===== config.mk =====
export PLATFORM = sky130hd
export DESIGN_NAME = page_walker
export DESIGN_NICKNAME = d
export VERILOG_FILES = /design/src/rtl/pw_pkg.sv /design/src/rtl/walk_ctrl.sv /design/src/rtl/walk_datapath.sv /design/src/rtl/page_walker.sv
export SDC_FILE = /design/constraint.sdc
export NUM_CORES = 1
export LEC_CHECK = 0
export BUFFER_PORTS_ARGS = -buffer_cell sky130_fd_sc_hd__buf_2
export CAP_MARGIN = 15
export CORE_AREA = 8 8 126 128
export CTS_CLUSTER_SIZE = 30
export DETAILED_ROUTE_END_ITERATION = 7
export DIE_AREA = 0 0 134 136
export PLACE_DENSITY = 0.79
export SLEW_MARGIN = 20
export SYNTH_ARGS = -nofsm -noshare
export SYNTH_HDL_FRONTEND = slang
export SYNTH_SLANG_ARGS = --single-unit

===== constraint.sdc =====
create_clock -name clk -period 1.83 [get_ports clk]
set_input_delay 0.183 -clock clk [delete_from_list [all_inputs] [get_ports clk]]
set_output_delay 0.183 -clock clk [all_outputs]
set_load 0.02 [all_outputs]

===== src/rtl/pw_pkg.sv =====
package pw_pkg;
  localparam int LIN_W   = 32;
  localparam int PHYS_W  = 36;
  localparam int ENT_W   = 64;
  localparam int MODE_W  = 8;
  localparam int EXT_BIT = 5;
  localparam int LGPG_BIT = 4;
  localparam int FRAME_LO = 12;

  typedef enum logic [1:0] {LV_PTR, LV_DIR, LV_TBL} walkLevel_t;
  typedef enum logic [1:0] {PG_4K = 2'd0, PG_2M = 2'd1, PG_4M = 2'd2} pageSize_t;

  typedef struct packed {
    logic       latchReq;
    logic       capture;
    walkLevel_t level;
  } walkStrobe_t;
endpackage


===== src/rtl/walk_ctrl.sv =====
module walk_ctrl
  import pw_pkg::*;
(
  input  logic        clk,
  input  logic        rstN,
  input  logic        reqValid,
  input  logic        extMode,
  input  logic        memAck,
  input  logic        entryPresent,
  input  logic        entryLarge,
  output walkStrobe_t strobe,
  output logic        memReq,
  output logic        done
);
  typedef enum logic [2:0] {S_IDLE, S_PTR, S_DIR, S_TBL, S_FIN} ctlState_t;
  ctlState_t stateQ, stateD;

  always_comb begin
    stateD = stateQ;
    unique case (stateQ)
      S_IDLE: if (reqValid) stateD = extMode ? S_PTR : S_DIR;
      S_PTR:  if (memAck) stateD = entryPresent ? S_DIR : S_FIN;
      S_DIR:  if (memAck) stateD = (!entryPresent || entryLarge) ? S_FIN : S_TBL;
      S_TBL:  if (memAck) stateD = S_FIN;
      S_FIN:  stateD = S_IDLE;
      default: stateD = S_IDLE;
    endcase
  end

  always_ff @(posedge clk) begin
    if (!rstN) stateQ <= S_IDLE;
    else       stateQ <= stateD;
  end

  assign memReq = (stateQ == S_PTR) || (stateQ == S_DIR) || (stateQ == S_TBL);
  assign done   = (stateQ == S_FIN);

  always_comb begin
    strobe.latchReq = (stateQ == S_IDLE) && reqValid;
    strobe.capture  = memReq && memAck;
    unique case (stateQ)
      S_PTR:   strobe.level = LV_PTR;
      S_TBL:   strobe.level = LV_TBL;
      default: strobe.level = LV_DIR;
    endcase
  end

  // request held until acknowledged
  p_req_hold_r10: assert property (@(posedge clk) disable iff (!rstN)
    (memReq && !memAck) |=> memReq);
  // done is a single-cycle pulse
  p_done_pulse_r9: assert property (@(posedge clk) disable iff (!rstN)
    done |=> !done);
  // no read can start in the cycle after a walk ends
  p_idle_after_done_r10: assert property (@(posedge clk) disable iff (!rstN)
    done |=> !memReq);
endmodule


===== src/rtl/walk_datapath.sv =====
module walk_datapath
  import pw_pkg::*;
(
  input  logic              clk,
  input  logic              rstN,
  input  walkStrobe_t       strobe,
  input  logic [LIN_W-1:0]  reqLinAddr,
  input  logic [LIN_W-1:0]  tableBase,
  input  logic [MODE_W-1:0] modeCtl,
  input  logic [ENT_W-1:0]  memData,
  output logic [PHYS_W-1:0] memAddr,
  output logic              entryPresent,
  output logic              entryLarge,
  output logic [PHYS_W-1:0] physAddr,
  output logic [1:0]        pageSize,
  output logic              fault
);
  localparam int HALF_W = ENT_W / 2;
  localparam int UPPER_W = PHYS_W - LIN_W;

  logic [LIN_W-1:0]           linQ, rootQ;
  logic                       extQ, lgpgQ;
  logic [PHYS_W-1:FRAME_LO]   nextBaseQ;
  logic [PHYS_W-1:0]          physQ;
  pageSize_t                  sizeQ;
  logic                       faultQ;
  logic [ENT_W-1:0]           entry;

  always_comb begin
    unique case (strobe.level)
      LV_PTR: memAddr = {{UPPER_W{1'b0}}, rootQ[31:5], linQ[31:30], 3'b000};
      LV_TBL: memAddr = extQ ? {nextBaseQ, linQ[20:12], 3'b000}
                             : {nextBaseQ, linQ[21:12], 2'b00};
      default: memAddr = extQ ? {nextBaseQ, linQ[29:21], 3'b000}
                              : {{UPPER_W{1'b0}}, rootQ[31:12], linQ[31:22], 2'b00};
    endcase
  end

  always_comb begin
    if (extQ) entry = memData;
    else      entry = {{HALF_W{1'b0}}, (memAddr[2] ? memData[ENT_W-1:HALF_W] : memData[HALF_W-1:0])};
  end

  assign entryPresent = entry[0];
  assign entryLarge   = entry[7] && (extQ || lgpgQ);

  always_ff @(posedge clk) begin
    if (!rstN) begin
      linQ <= '0; rootQ <= '0; extQ <= 1'b0; lgpgQ <= 1'b0;
      nextBaseQ <= '0; physQ <= '0; sizeQ <= PG_4K; faultQ <= 1'b0;
    end else if (strobe.latchReq) begin
      linQ   <= reqLinAddr;
      rootQ  <= tableBase;
      extQ   <= modeCtl[EXT_BIT];
      lgpgQ  <= modeCtl[LGPG_BIT];
      physQ  <= '0;
      sizeQ  <= PG_4K;
      faultQ <= 1'b0;
    end else if (strobe.capture) begin
      if (!entryPresent) begin
        faultQ <= 1'b1;
        physQ  <= '0;
      end else begin
        unique case (strobe.level)
          LV_PTR: nextBaseQ <= entry[PHYS_W-1:FRAME_LO];
          LV_DIR: begin
            if (entryLarge && extQ) begin
              physQ <= {entry[35:21], linQ[20:0]};
              sizeQ <= PG_2M;
            end else if (entryLarge) begin
              physQ <= {{UPPER_W{1'b0}}, entry[31:22], linQ[21:0]};
              sizeQ <= PG_4M;
            end else begin
              nextBaseQ <= extQ ? entry[PHYS_W-1:FRAME_LO]
                                : {{UPPER_W{1'b0}}, entry[31:FRAME_LO]};
            end
          end
          default: begin
            physQ <= extQ ? {entry[35:12], linQ[11:0]}
                          : {{UPPER_W{1'b0}}, entry[31:12], linQ[11:0]};
            sizeQ <= PG_4K;
          end
        endcase
      end
    end
  end

  assign physAddr = physQ;
  assign pageSize = sizeQ;
  assign fault    = faultQ;

  // legacy results never reach above 4 GB
  p_upper_zero_r2: assert property (@(posedge clk) disable iff (!rstN)
    !extQ |-> (physQ[PHYS_W-1:LIN_W] == '0));
  // a faulted walk carries no address
  p_fault_no_addr_r8: assert property (@(posedge clk) disable iff (!rstN)
    faultQ |-> (physQ == '0));
  // extended entry reads are doubleword aligned
  p_ext_align_r3: assert property (@(posedge clk) disable iff (!rstN)
    (strobe.capture && extQ) |-> (memAddr[2:0] == 3'b000));
endmodule


===== src/rtl/page_walker.sv =====
module page_walker
  import pw_pkg::*;
(
  input  logic        clk,
  input  logic        rstN,
  input  logic        reqValid,
  input  logic [31:0] reqLinAddr,
  input  logic [31:0] tableBase,
  input  logic [7:0]  modeCtl,
  output logic        memReq,
  output logic [35:0] memAddr,
  input  logic        memAck,
  input  logic [63:0] memData,
  output logic        done,
  output logic [35:0] physAddr,
  output logic [1:0]  pageSize,
  output logic        fault
);
  walkStrobe_t strobe;
  logic entryPresent, entryLarge;

  walk_ctrl i_ctrl (
    .clk(clk), .rstN(rstN), .reqValid(reqValid), .extMode(modeCtl[EXT_BIT]),
    .memAck(memAck), .entryPresent(entryPresent), .entryLarge(entryLarge),
    .strobe(strobe), .memReq(memReq), .done(done)
  );

  walk_datapath i_dp (
    .clk(clk), .rstN(rstN), .strobe(strobe), .reqLinAddr(reqLinAddr),
    .tableBase(tableBase), .modeCtl(modeCtl), .memData(memData),
    .memAddr(memAddr), .entryPresent(entryPresent), .entryLarge(entryLarge),
    .physAddr(physAddr), .pageSize(pageSize), .fault(fault)
  );
endmodule


After elaboration in Yosys (flattened, before gate mapping)
Cells that the tools add are included.
{"block": "totals", "reg_bits": 132, "in_bits": 140, "output_inout_bits": 77, "elab_cells": 72}
{"block": "classes", "eq_ne": 15, "n_mux": 26, "bitwise": 4, "n_reduce_logical": 18}
{"operator": "36-bit 2-to-1 mux", "n": 6}
{"operator": "36-bit one-hot mux with 2 select lines", "n": 2}
{"operator": "24-bit 2-to-1 mux", "n": 3}
{"operator": "24-bit one-hot mux with 2 select lines", "n": 1}
{"operator": "32-bit 2-to-1 mux", "n": 1}
{"operator": "3-bit 2-to-1 mux", "n": 6}
{"operator": "2-bit inequality test, second input constant", "n": 7}
{"operator": "12-bit 2-to-1 mux", "n": 1}
{"operator": "3-bit one-hot mux with 4 select lines", "n": 1}
{"operator": "2-bit one-hot mux with 2 select lines", "n": 2}
{"operator": "4-bit AND reduction", "n": 2}
{"operator": "3-bit by 2-bit == test with 1-bit output, second input constant", "n": 2}
{"operator": "2-bit 2-to-1 mux", "n": 3}
{"operator": "6-bit AND reduction", "n": 1}
{"operator": "1-bit logical AND", "n": 4}
{"operator": "1-bit logical OR", "n": 4}
{"operator": "4-bit inequality test, second input constant", "n": 1}
{"operator": "1-bit NOT", "n": 4}
{"operator": "3-bit by 1-bit == test with 1-bit output, second input constant", "n": 1}
{"operator": "3-bit == test, second input constant", "n": 1}
{"operator": "3-bit zero test", "n": 1}
{"operator": "3-bit by 2-bit inequality test with 1-bit output, second input constant", "n": 1}
{"operator": "3-bit AND reduction", "n": 1}
{"operator": "2-bit by 1-bit == test with 1-bit output, second input constant", "n": 1}
{"operator": "6 further kinds", "n": 6}

Longest topological paths before layout
Gate-level depths: netlist of the first run.
{"block": "depth", "ltp_word": 11, "ltp_mapped": 8, "mapped_depth_nobuf": 5}

Hierarchy
From an unflattened synthesis of the first run, not the netlist that was laid out.
{"block": "hier_totals", "cells_unflattened": 579, "hier_area_um2": 5828.1}
{"module": "walk_datapath", "instances": 1, "cells_each": 549, "area_per_inst_um2": 5585.4}
{"module": "walk_ctrl", "instances": 1, "cells_each": 30, "area_per_inst_um2": 242.7}

Least setup slack after synthesis of the first run
OpenSTA, ideal clock, no wires.
{"block": "synth_path", "kind": "flip-flop to output port", "startpoint": "register i_ctrl.stateQ[2]", "endpoint": "output memAddr[12]", "arrival_ns": 1.725, "t_required_ns": 1.647, "path_slack_ns": -0.078, "path_stages_with_launch": 8, "path_buffers": 3, "cell_sequence": "dfxtp_1 -> buf_6 -> nand2b_1 -> buf_2 -> nor2_1 -> a21oi_2 -> buf_2 -> mux2_2"}
{"block": "synth_via", "elab_chain_cells": 4, "word_cells_on_any_way": 6}
{"item": "start: declaration", "line_no": "walk_ctrl.sv:16", "source": "ctlState_t stateQ, stateD;"}
{"item": "start signal: assignment", "line_no": "walk_ctrl.sv:32", "source": "else stateQ <= stateD;"}
{"item": "3-bit by 2-bit == test with 1-bit output or 3-bit by 1-bit == test with 1-bit output (tied branches)", "line_no": "walk_ctrl.sv:41", "source": "unique case (stateQ)"}
{"item": "2-bit one-hot mux with 2 select lines (*)", "line_no": "walk_ctrl.sv:41"}
{"item": "2-bit == test or 2-bit zero test (tied branches)", "line_no": "walk_datapath.sv:30", "source": "unique case (strobe.level)"}
{"item": "36-bit one-hot mux with 2 select lines (*)", "line_no": "walk_datapath.sv:30"}
{"item": "end: declaration", "line_no": "page_walker.sv:11", "source": "output logic [35:0] memAddr,"}
Every way passes the cells marked *; elsewhere a longest branch is shown, timed or not.

Final worst setup path of the first run
{"block": "layout_path", "startpoint": "register i_ctrl.stateQ[2]", "endpoint": "output memAddr[20]"}
Same word-level chain as after synthesis.

==> impl_metrics.json, run 1 <==
{
  "outcome": "complete, but fails checks",
  "violations": "negative setup slack",
  "critPathLaunch": "i_ctrl.stateQ[2]",
  "finalMaxSlewViolations": 0,
  "min_to": "i_dp.linQ[0]",
  "setup_tns_ps": -17950,
  "synth-compound-area-share_pct": 21.73,
  "syn_to_final_growth_pct": 62.36,
  "ys_types": 49,
  "p_clk_share_pct": 43.1,
  "dr.pass1.iters": 5,
  "yosysWarningCount": 0,
  "r2r_cells": 10,
  "ir_drop_mv": 0.6624,
  "start_util_pct": 43.43,
  "r2r_end": "i_dp.physAddr[18]",
  "syn-instance-count": 713,
  "cts_root_buf": "clkbuf_16",
  "muxShareOfSynthArea_pct": 12.68,
  "fin_nets": 1137,
  "drive_gt1_share_pct": 42.08,
  "drt-total-wl_mm": 24.45,
  "p_per_area_mw_per_mm2": 901.3,
  "fp.dieArea_sq_mm": 0.01822,
  "cts_num_sinks": 127,
  "place_congestion": 0.8530,
  "rsz0062_at_grt": "true",
  "start_kind": "flop",
  "seq_area_frac_synth_pct": 41.70,
  "synth-edff-count": 0,
  "synth_top_family_by_area": "compound AO/OA/AOI/OAI gates",
  "clock_latency_ps": 430,
  "vias": 6662,
  "path_clk_slew_ps": 60,
  "slew_headroom_pct": 49.89,
  "io_buffers": 186,
  "end_kind": "output pin",
  "die_y_microns": 136,
  "hpwl_mm": 14.24,
  "whs_path_depth": 3,
  "track_usage_pct": 24.57,
  "yosys.area.top_type": "dfxtp_1",
  "internal-power_mw": 6.440,
  "switchingPower_mw": 2.483,
  "sw_frac_of_total_pct": 27.83,
  "seqPwrFrac_pct": 33.6,
  "ys_ff_latch": 127,
  "finalCriticalPeriod_ps": 2137,
  "synth_top_area_share_pct": 41.70,
  "grt_pass1_vias": 6540,
  "wl_per_cell_microns": 20.44,
  "overflow": 0,
  "worst_slack_ps": -307.4,
  "crit_required_ps": 1650,
  "h-tree-depth": 4,
  "fin_skew_ps": 13.82,
  "crit_path_max_fanout": 4,
  "drtIter0Drc": 465,
  "tightest_slew_ps": 750.2,
  "post-synth-top-count-cell": "nand2_1",
  "drc": 0,
  "ant_nets": 0,
  "viasPerCell": 5.570,
  "synthTopCellsByCount": "152 x nand2_1, 127 x dfxtp_1, 84 x a21oi_1",
  "rrSetupSlack_ps": -240,
  "fillers": 1001,
  "io-pin-count": 217,
  "row_count": 44,
  "antenna_found_initial": 2,
  "finalCritPeriodShare_pct": 116.8,
  "grt_pass1_wl_mm": 35.19,
  "synth-main-ff-cell": "dfxtp_1",
  "synth.avg_cell_area_sq_um": 8.551,
  "hold_violations": 0,
  "maxCapViolations": 0,
  "ys_top_cells_by_area": "dfxtp_1 42%, nand2_1 9.4%, mux2i_1 7.4%",
  "path_class": "flop to output pin",
  "core_area_sq_mm": 0.01404,
  "post-route-util_pct": 70.52,
  "synth_adder_area_share_pct": 0,
  "grt_max_degree": 84,
  "hp-class": "input pin to flop",
  "clockBufferDepth": 2,
  "leakage_nw": 4.396,
  "cts_tree": "done",
  "finalSetupViolCount": 98,
  "arrival_ps": 1950,
  "synthSimpleGateAreaFrac_pct": 18.61,
  "cts_buffers": 17,
  "synth_xor_area_share_pct": 0,
  "comb_power_share_pct": 23.3,
  "max_freq_mhz": 467.9,
  "r2r_start": "i_ctrl.stateQ[2]",
  "async_flop_share_pct": 0,
  "synth_area_sq_mm": 0.006097,
  "dieWidth_microns": 134,
  "min_from": "reqLinAddr[0]"
}
## metrics by stage
step | hold WS, ps | setup WS (ps) | area, sq um | power [mW] | std cells
after floorplan | 319.0 | 0.7941 | 6116 | 3.882 | 714
after global placement | 423.9 | -118.3 | 7432 | 4.378 | 1072
after detailed placement | 429.7 | -162.6 | 7432 | 4.403 | 1072
after CTS | 0.2293 | -353.0 | 9375 | 8.680 | 1171
after global routing | 0.9801 | -349.7 | 9899 | 9.217 | 1196
final | 0.9927 | -307.4 | 9899 | 8.923 | 1196
## layout by cell type, fill, tap and decap left out, types with 15 or more instances in the layout
cell type	netlist	layout
buf_2	11	154
nand2_1	152	150
dfxtp_1	127	122
a21oi_1	84	79
buf_4	2	54
buf_6	6	52
mux2i_1	45	40
dlygate4sd3_1	0	33
mux2_4	2	28
nand3_1	28	28
o21ai_0	32	28
clkbuf_16	0	21
and2_1	20	20
a22o_1	20	20
buf_12	0	15
## worst max-delay path, stage by stage (launching register included)
cell and delay (ps):
dfxtp_2 320, nand2b_4 150, buf_6 120, a21oi_4 210, buf_6 150, buf_8 120, mux2_4 310, buf_6 130
## layer usage
metal / vias to the layer above / global-route usage [%] / part of all wire (%)
met5: - / 0 / 0
li1: 3079 / - / -
met3: 68 / 7.354 / 9.0
met4: 0 / 12.66 / 4.0
met1: 3174 / 28.56 / 39
met2: 341 / 40.41 / 48
## repair_timing
item / 4_1_cts / 5_1_grt
hold buffers: 30 / 3
pin swaps: 12 / 29
endpoints found under the setup margin: 153 / 142
gates cloned: 9 / 6
hold endpoints to repair: 30 / 3
resized for setup: 140 / 76
buffers inserted: 28 / 21
## cell families (layout without fill, tap and decap cells)
group                  Yosys count  in the layout
multiplexers                    73             73
AND/OR/NAND/NOR                248            250
buffers and inverters           67            360
flip-flops                     127            127
other                            1              4
AO/OA/AOI/OAI                  197            198
## state kept, by name, indices dropped and copies added, names as in the netlist
signal          cells
i_dp.rootQ         27
i_dp.nextBaseQ     24
i_dp.physAddr      36
i_dp.lgpgQ          1
i_dp.linQ          32
i_dp.extQ           1
i_ctrl.stateQ       3
i_dp.fault          1
i_dp.pageSize       2
## final cells by class
class,instances,area [sq um],share of cell area (%)
antenna,2,5.005,0.05056
tap,184,230.2,2.326
inverter,7,28.78,0.2907
clock inverter,12,205.2,2.073
multi-input combinational,523,3712,37.50
timing repair buffer,321,2695,27.22
sequential,127,2556,25.82
clock buffer,20,466.7,4.714
## how the worst max path moves through the flow
stage | endpoint | slack (ps) | cells after the start
6_report | memAddr[20] | -310 | 7
5_1_grt | memAddr[14] | -350 | 7
4_1_cts | memAddr[21] | -350 | 8
3_5_place_dp | i_dp.physAddr[8] | -160 | 6
3_3_place_gp | i_dp.nextBaseQ[24] | -120 | 6
2_1_floorplan | memAddr[12] | 0.8 | 7
## power groups by stage
| stage | Sequential (mW) | Clock [mW] | Combinational (mW) |
|---|---|---|---|
| 3_5_place_dp | 3.05 | 0 | 1.35 |
| 5_1_grt | 3.01 | 4.01 | 2.20 |
| 3_3_place_gp | 3.05 | 0 | 1.33 |
| 4_1_cts | 2.99 | 3.86 | 1.83 |
| 6_report | 3.00 | 3.85 | 2.08 |
| 2_1_floorplan | 3.02 | 0 | 0.865 |
Power figures use the tool's default switching activity.
==> inputs of run 2 (changes only) <==
--- a/config.mk
+++ b/config.mk
@@ -12,6 +12,7 @@
 export DETAILED_ROUTE_END_ITERATION = 7
 export DIE_AREA = 0 0 134 136
 export PLACE_DENSITY = 0.79
+export REMOVE_ABC_BUFFERS = 1
 export SLEW_MARGIN = 20
 export SYNTH_ARGS = -nofsm -noshare
 export SYNTH_HDL_FRONTEND = slang
==> run 2 against run 1 <==
The run still ends with negative setup slack left. Sequential power barely moved. Cell area fell by 4.5%. Power fell by 5.8%. Worst setup slack improved by 22 ps. Via count fell by 0.15%. Wire length fell by 3.7%. Register-to-register slack barely moved. Clock-buffer cell count fell by 1. Hold slack improved by 11 ps. Clock power fell by 8.6%. Critical endpoint is now memAddr[15]. Largest power group unchanged.
==> impl_metrics.json, run 2 (synthesis results as in run 1) <==
{
  "power_mw": 8.405,
  "vias": 6652,
  "post-route-util_pct": 67.37,
  "tightest_slew_ps": 520.6,
  "fin_hold_ws_ps": 11.72,
  "hp-class": "input pin to flop",
  "end_kind": "output pin",
  "preCtsSetupSlack_ps": -136.4,
  "grt_pass1_wl_mm": 35.30,
  "track_usage_pct": 24.75,
  "start_util_pct": 43.43,
  "fin_skew_ps": 5.832,
  "path_delay_family": "buffers and inverters",
  "placed_area_sq_mm": 0.007462,
  "fin_nets": 1134,
  "p_per_area_mw_per_mm2": 888.7,
  "clockBufferDepth": 2,
  "violations": "negative setup slack",
  "min_to": "i_dp.rootQ[19]",
  "grt_pass1_vias": 6657,
  "viasPerCell": 5.567,
  "fin_area_sq_mm": 0.009458,
  "final_common_cell": "buf_2",
  "finalMaxSlewViolations": 0,
  "fp.dieArea_sq_mm": 0.01822,
  "overflow": 0,
  "die_y_microns": 136,
  "worst-path-buf-inv": 4,
  "drt-total-wl_mm": 23.54,
  "fillers": 1065,
  "wl_per_cell_microns": 19.70,
  "io_buffers": 186,
  "rsz0062_at_grt": "true",
  "io-pin-count": 217,
  "ir_drop_mv": 0.6996,
  "path_class": "flop to output pin",
  "cts_num_sinks": 127,
  "drtIter0Drc": 442,
  "drc": 0,
  "path_cells": "nand2b_4, buf_6, a21oi_4, buf_4, buf_12, mux2_4, buf_6",
  "whs_path_depth": 3,
  "finalSetupViolCount": 99,
  "crit_path_max_fanout": 6,
  "slew_headroom_pct": 65.29,
  "worst_slack_ps": -285.0,
  "multiInputGateArea_sq_mm": 0.003458,
  "cts_buffers": 17,
  "start_kind": "flop",
  "min_from": "tableBase[19]",
  "slowest_stage": "dfxtp_2",
  "drive_gt1_share_pct": 37.44,
  "arrival_ps": 1930,
  "crit_required_ps": 1650,
  "largest_reg_flops": 36,
  "ff_latch_area_sq_mm": 0.002552,
  "hpwl_mm": 13.96,
  "dr.pass1.iters": 6,
  "critPathLaunch": "i_ctrl.stateQ[2]",
  "r2r_start": "i_ctrl.stateQ[2]",
  "grt_max_degree": 84,
  "final_cell_mix": "156 x buf_2, 151 x nand2_1, 123 x dfxtp_1",
  "cts_tree": "done",
  "core_area_sq_mm": 0.01404,
  "row_count": 44,
  "cts_root_buf": "clkbuf_16",
  "cpMostUsedCell": "buf_6",
  "critPathMaxStageDelay_ps": 320,
  "leakage_nw": 4.229,
  "h-tree-depth": 4,
  "max_freq_mhz": 472.8,
  "antenna_found_initial": 4,
  "rrSetupSlack_ps": -250,
  "r2r_end": "i_dp.physAddr[19]",
  "hold_violations": 0,
  "clock_latency_ps": 430,
  "maxCapViolations": 0,
  "outcome": "complete, but fails checks",
  "dieWidth_microns": 134,
  "r2r_cells": 8,
  "place_congestion": 0.8962,
  "syn_to_final_growth_pct": 55.12,
  "path_clk_slew_ps": 60,
  "ant_nets": 0,
  "finalCriticalPeriod_ps": 2115,
  "finalCritPeriodShare_pct": 115.6
}
==> run 2: cell types whose count changed in the layout (fill, tap and decap cells not counted), moves of 6 or more <==
cell,change
mux2_2,+6
dlygate4sd3_1,+15
nor2_1,+6
o2bb2ai_2,-7
o2bb2ai_1,+7
buf_4,+9
mux2_4,-6
buf_6,-17
==> run 2: worst max-delay path by stage <==
stage / depth (start not counted) / slack (ps) / to
finish: 7 / -290 / memAddr[15]
global route: 7 / -330 / memAddr[18]
CTS: 7 / -350 / memAddr[28]
detailed placement: 7 / -140 / i_dp.physAddr[23]
global placement: 7 / -100 / i_dp.physAddr[23]
floorplan: 5 / -1700 / i_dp.physAddr[13]
==> run 2: worst min-delay path, cell delays in order <==
cell	delay [ps]
buf_2	100
nand2_1	50
a21oi_1	50
==> run 2: area by class of cell <==
cell class | instances | share of cell area (%)
repair buffers | 321 | 27.08
inverters | 7 | 0.3043
clock inverters | 13 | 1.733
flip-flops and latches | 127 | 26.99
diodes | 4 | 0.1058
clock buffers | 19 | 4.789
multi-input cells | 520 | 36.57
well taps | 184 | 2.434
==> run 2: where the power goes <==
group / internal (mW) / switching, mW / leakage (nW)
clock network: 2.21 / 1.31 / 0.287
logic: 0.903 / 0.986 / 2.91
registers: 2.90 / 0.0945 / 1.04
total: 6.01 / 2.39 / 4.23
==> run 2: metrics by stage <==
stage | std cells | TNS (ps)
6_report | 1195 | -18840
5_1_grt | 1194 | -24930
4_1_cts | 1182 | -14460
3_5_place_dp | 1075 | -7831
3_3_place_gp | 1075 | -5263
2_1_floorplan | 654 | -158990
==> run 2: repair_timing <==
action                                 CTS  global route
resized for setup                      107            33
hold buffers                            48             0
endpoints found under the hold margin   48             0
setup endpoints to repair              155           123
setup buffers                           21            10
cloned                                   8             1
pin swaps                               11             1
==> run 2: per-layer routing <==
layer	GRT usage [%]	vias to the layer above	share of wire (%)
met4	10.67	2	3.8
met1	29.06	3179	40
li1	-	3066	-
met3	7.834	80	8.2
met5	0	-	0.042
met2	40.94	325	48
==> inputs of run 3 (changes only) <==
--- a/config.mk
+++ b/config.mk
@@ -7,11 +7,13 @@
 export LEC_CHECK = 0
 export BUFFER_PORTS_ARGS = -buffer_cell sky130_fd_sc_hd__buf_2
 export CAP_MARGIN = 15
-export CORE_AREA = 8 8 126 128
+export CELL_PAD_IN_SITES_DETAIL_PLACEMENT = 1
+export CELL_PAD_IN_SITES_GLOBAL_PLACEMENT = 1
+export CORE_AREA = 8 8 145 147
 export CTS_CLUSTER_SIZE = 30
 export DETAILED_ROUTE_END_ITERATION = 7
-export DIE_AREA = 0 0 134 136
-export PLACE_DENSITY = 0.79
+export DIE_AREA = 0 0 153 155
+export PLACE_DENSITY = 0.81
 export REMOVE_ABC_BUFFERS = 1
 export SLEW_MARGIN = 20
 export SYNTH_ARGS = -nofsm -noshare
==> run 3 against run 2 <==
The flow still finishes with violations (negative setup slack). Cell count increased by 2.8%. Via count fell by 0.54%. Hold slack worse by 6.7 ps. Power is 2.6% higher. Register-to-register slack worse by 70 ps. Flip-flop and latch count unchanged. Non-clock buffer count fell by 17. Clock power up 4%. Global-route usage down 1.6 points. Wire length grew 20%. Cell area rose by 1.4%. Clock-buffer cell count grew 4.
==> impl_metrics.json, run 3 (synthesis results as in run 1) <==
{
  "end_kind": "flop",
  "leakage_nw": 4.244,
  "io-pin-count": 217,
  "clock_latency_ps": 420,
  "drc": 0,
  "finalCritPeriodShare_pct": 117.6,
  "max_freq_mhz": 464.5,
  "cts_tree": "done",
  "ir_drop_mv": 0.6762,
  "grt_pass1_vias": 7318,
  "syn_to_final_growth_pct": 57.30,
  "path_clk_slew_ps": 60,
  "hpwl_mm": 16.92,
  "r2r_start": "i_ctrl.stateQ[2]",
  "ant_nets": 0,
  "h-tree-depth": 4,
  "hold_violations": 0,
  "row_count": 51,
  "fp.dieArea_sq_mm": 0.02372,
  "path_class": "flop to flop",
  "start_kind": "flop",
  "overflow": 0,
  "dpl.cell_count": 1138,
  "cts_num_sinks": 127,
  "finalSetupViolCount": 108,
  "viasPerCell": 5.383,
  "grt_pass1_wl_mm": 42.54,
  "fin_skew_ps": 5.546,
  "fillers": 2149,
  "drtIter0Drc": 430,
  "core_area_sq_mm": 0.01895,
  "vias": 6616,
  "drive_gt1_share_pct": 41.11,
  "worst_slack_ps": -322.6,
  "clockBufferDepth": 2,
  "start_util_pct": 32.17,
  "finalCriticalPeriod_ps": 2153,
  "crit_required_ps": 2190,
  "final_cells": 1229,
  "largest_reg_flops": 36,
  "wl_per_cell_microns": 22.94,
  "rrSetupSlack_ps": -320,
  "crit_path_max_fanout": 6,
  "dieWidth_microns": 153,
  "r2r_end": "i_dp.physAddr[5]",
  "rsz0062_at_grt": "true",
  "antenna_found_initial": 7,
  "grt_max_degree": 84,
  "cts_root_buf": "clkbuf_16",
  "maxCapViolations": 0,
  "slowest_stage": "dfxtp_4",
  "io_buffers": 186,
  "final_common_cell": "buf_2",
  "die_y_microns": 155,
  "drt-total-wl_mm": 28.19,
  "fin_nets": 1117,
  "place_congestion": 0.8910,
  "dr.pass1.iters": 5,
  "arrival_ps": 2510,
  "endpoint": "i_dp.physAddr[5]",
  "finalMaxSlewViolations": 0,
  "path_cells": "buf_4, buf_4, nor2b_4, buf_6, o221ai_4, o21ai_4, buf_6, and4_4, buf_12, buf_16, a22o_1",
  "final_cell_mix": "160 x buf_2, 151 x nand2_1, 123 x dfxtp_1",
  "p_per_area_mw_per_mm2": 898.9,
  "r2r_cells": 11,
  "hp-class": "input pin to flop",
  "track_usage_pct": 23.11,
  "critPathLaunch": "i_ctrl.stateQ[2]",
  "outcome": "complete, but fails checks",
  "cts_buffers": 17,
  "critPathMaxStageDelay_ps": 340,
  "fin_area_sq_mm": 0.009590,
  "violations": "negative setup slack",
  "placed_area_sq_mm": 0.007622
}
[run 3: cell types whose count changed in the layout (fill, tap and decap cells not counted), sizes merged]
cell / before / now
dlygate4sd3: 48 / 15
clkinv: 5 / 1
buf: 269 / 286
clkbuf: 21 / 25
inv: 7 / 8
clkinvlp: 5 / 3
bufinv: 3 / 4
bufbuf: 2 / 1
diode: 4 / 1
[run 3: how the worst min path moves through the flow]
stage                         startpoint        endpoint  slack [ps]  cells after the start
after floorplan            tableBase[12]  i_dp.rootQ[12]         320                      2
after global placement     tableBase[30]  i_dp.rootQ[30]         420                      3
after detailed placement   reqLinAddr[3]    i_dp.linQ[3]         430                      3
after CTS                 reqLinAddr[31]   i_dp.linQ[31]         0.3                      3
after global routing      reqLinAddr[28]   i_dp.linQ[28]           2                      3
final                     reqLinAddr[28]   i_dp.linQ[28]           5                      3
[run 3: metal layers]
layer	vias to the layer above	GRT usage, %	wire length (microns)
met2	207	41.09	14250
li1	3027	-	-
met1	3299	25.62	11360
met3	71	6.741	1582
met4	12	9.237	911
met5	-	0	78
[run 3: critical path, delay by kind of cell, from the launching register on]
family          cells  cell delay, ps
buf+inv             6             820
compound gates      3             420
flops               1             340
simple gates        2             530
[run 3: what timing repair did]
| action | in CTS | in global routing |
|---|---|---|
| pin swaps | 17 | 13 |
| hold endpoints to repair | 15 | 0 |
| setup endpoints to repair | 124 | 160 |
| cloned | 10 | 0 |
| hold buffers | 15 | 0 |
| buffers inserted | 28 | 10 |
| gates resized for setup | 149 | 31 |
[run 3: stage by stage]
| step | setup slack [ps] | power [mW] | TNS (ps) | util (%) | hold slack (ps) |
|---|---|---|---|---|---|
| finish | -322.6 | 8.621 | -24340 | 50.60 | 4.982 |
| global route | -363.4 | 8.917 | -29740 | 50.60 | 2.014 |
| CTS | -317.1 | 8.539 | -20530 | 49.95 | 0.2646 |
| detailed placement | -204.8 | 4.495 | -9862 | 40.22 | 430.5 |
| global placement | -154.0 | 4.449 | -6899 | 40.22 | 423.4 |
| floorplan | -1696 | 3.801 | -158990 | - | 319.0 |
[run 3: power breakdown]
| part | switching (mW) | internal [mW] | total, mW |
|---|---|---|---|
| clock network | 1.30 | 2.36 | 3.66 |
| logic | 1.08 | 0.888 | 1.96 |
| registers | 0.104 | 2.90 | 3.00 |
[run 3: final cells by class]
class                   count  area (sq um)  share of cell area [%]
diodes                      1         2.502                 0.02609
inverters                   7         31.28                  0.3262
multi-input cells         520          3626                   37.81
flip-flops and latches    127          2555                   26.64
well taps                 238         297.8                   3.105
clock buffers              23         467.9                   4.879
repair buffers            304          2454                   25.58
clock inverters             9         156.4                   1.631
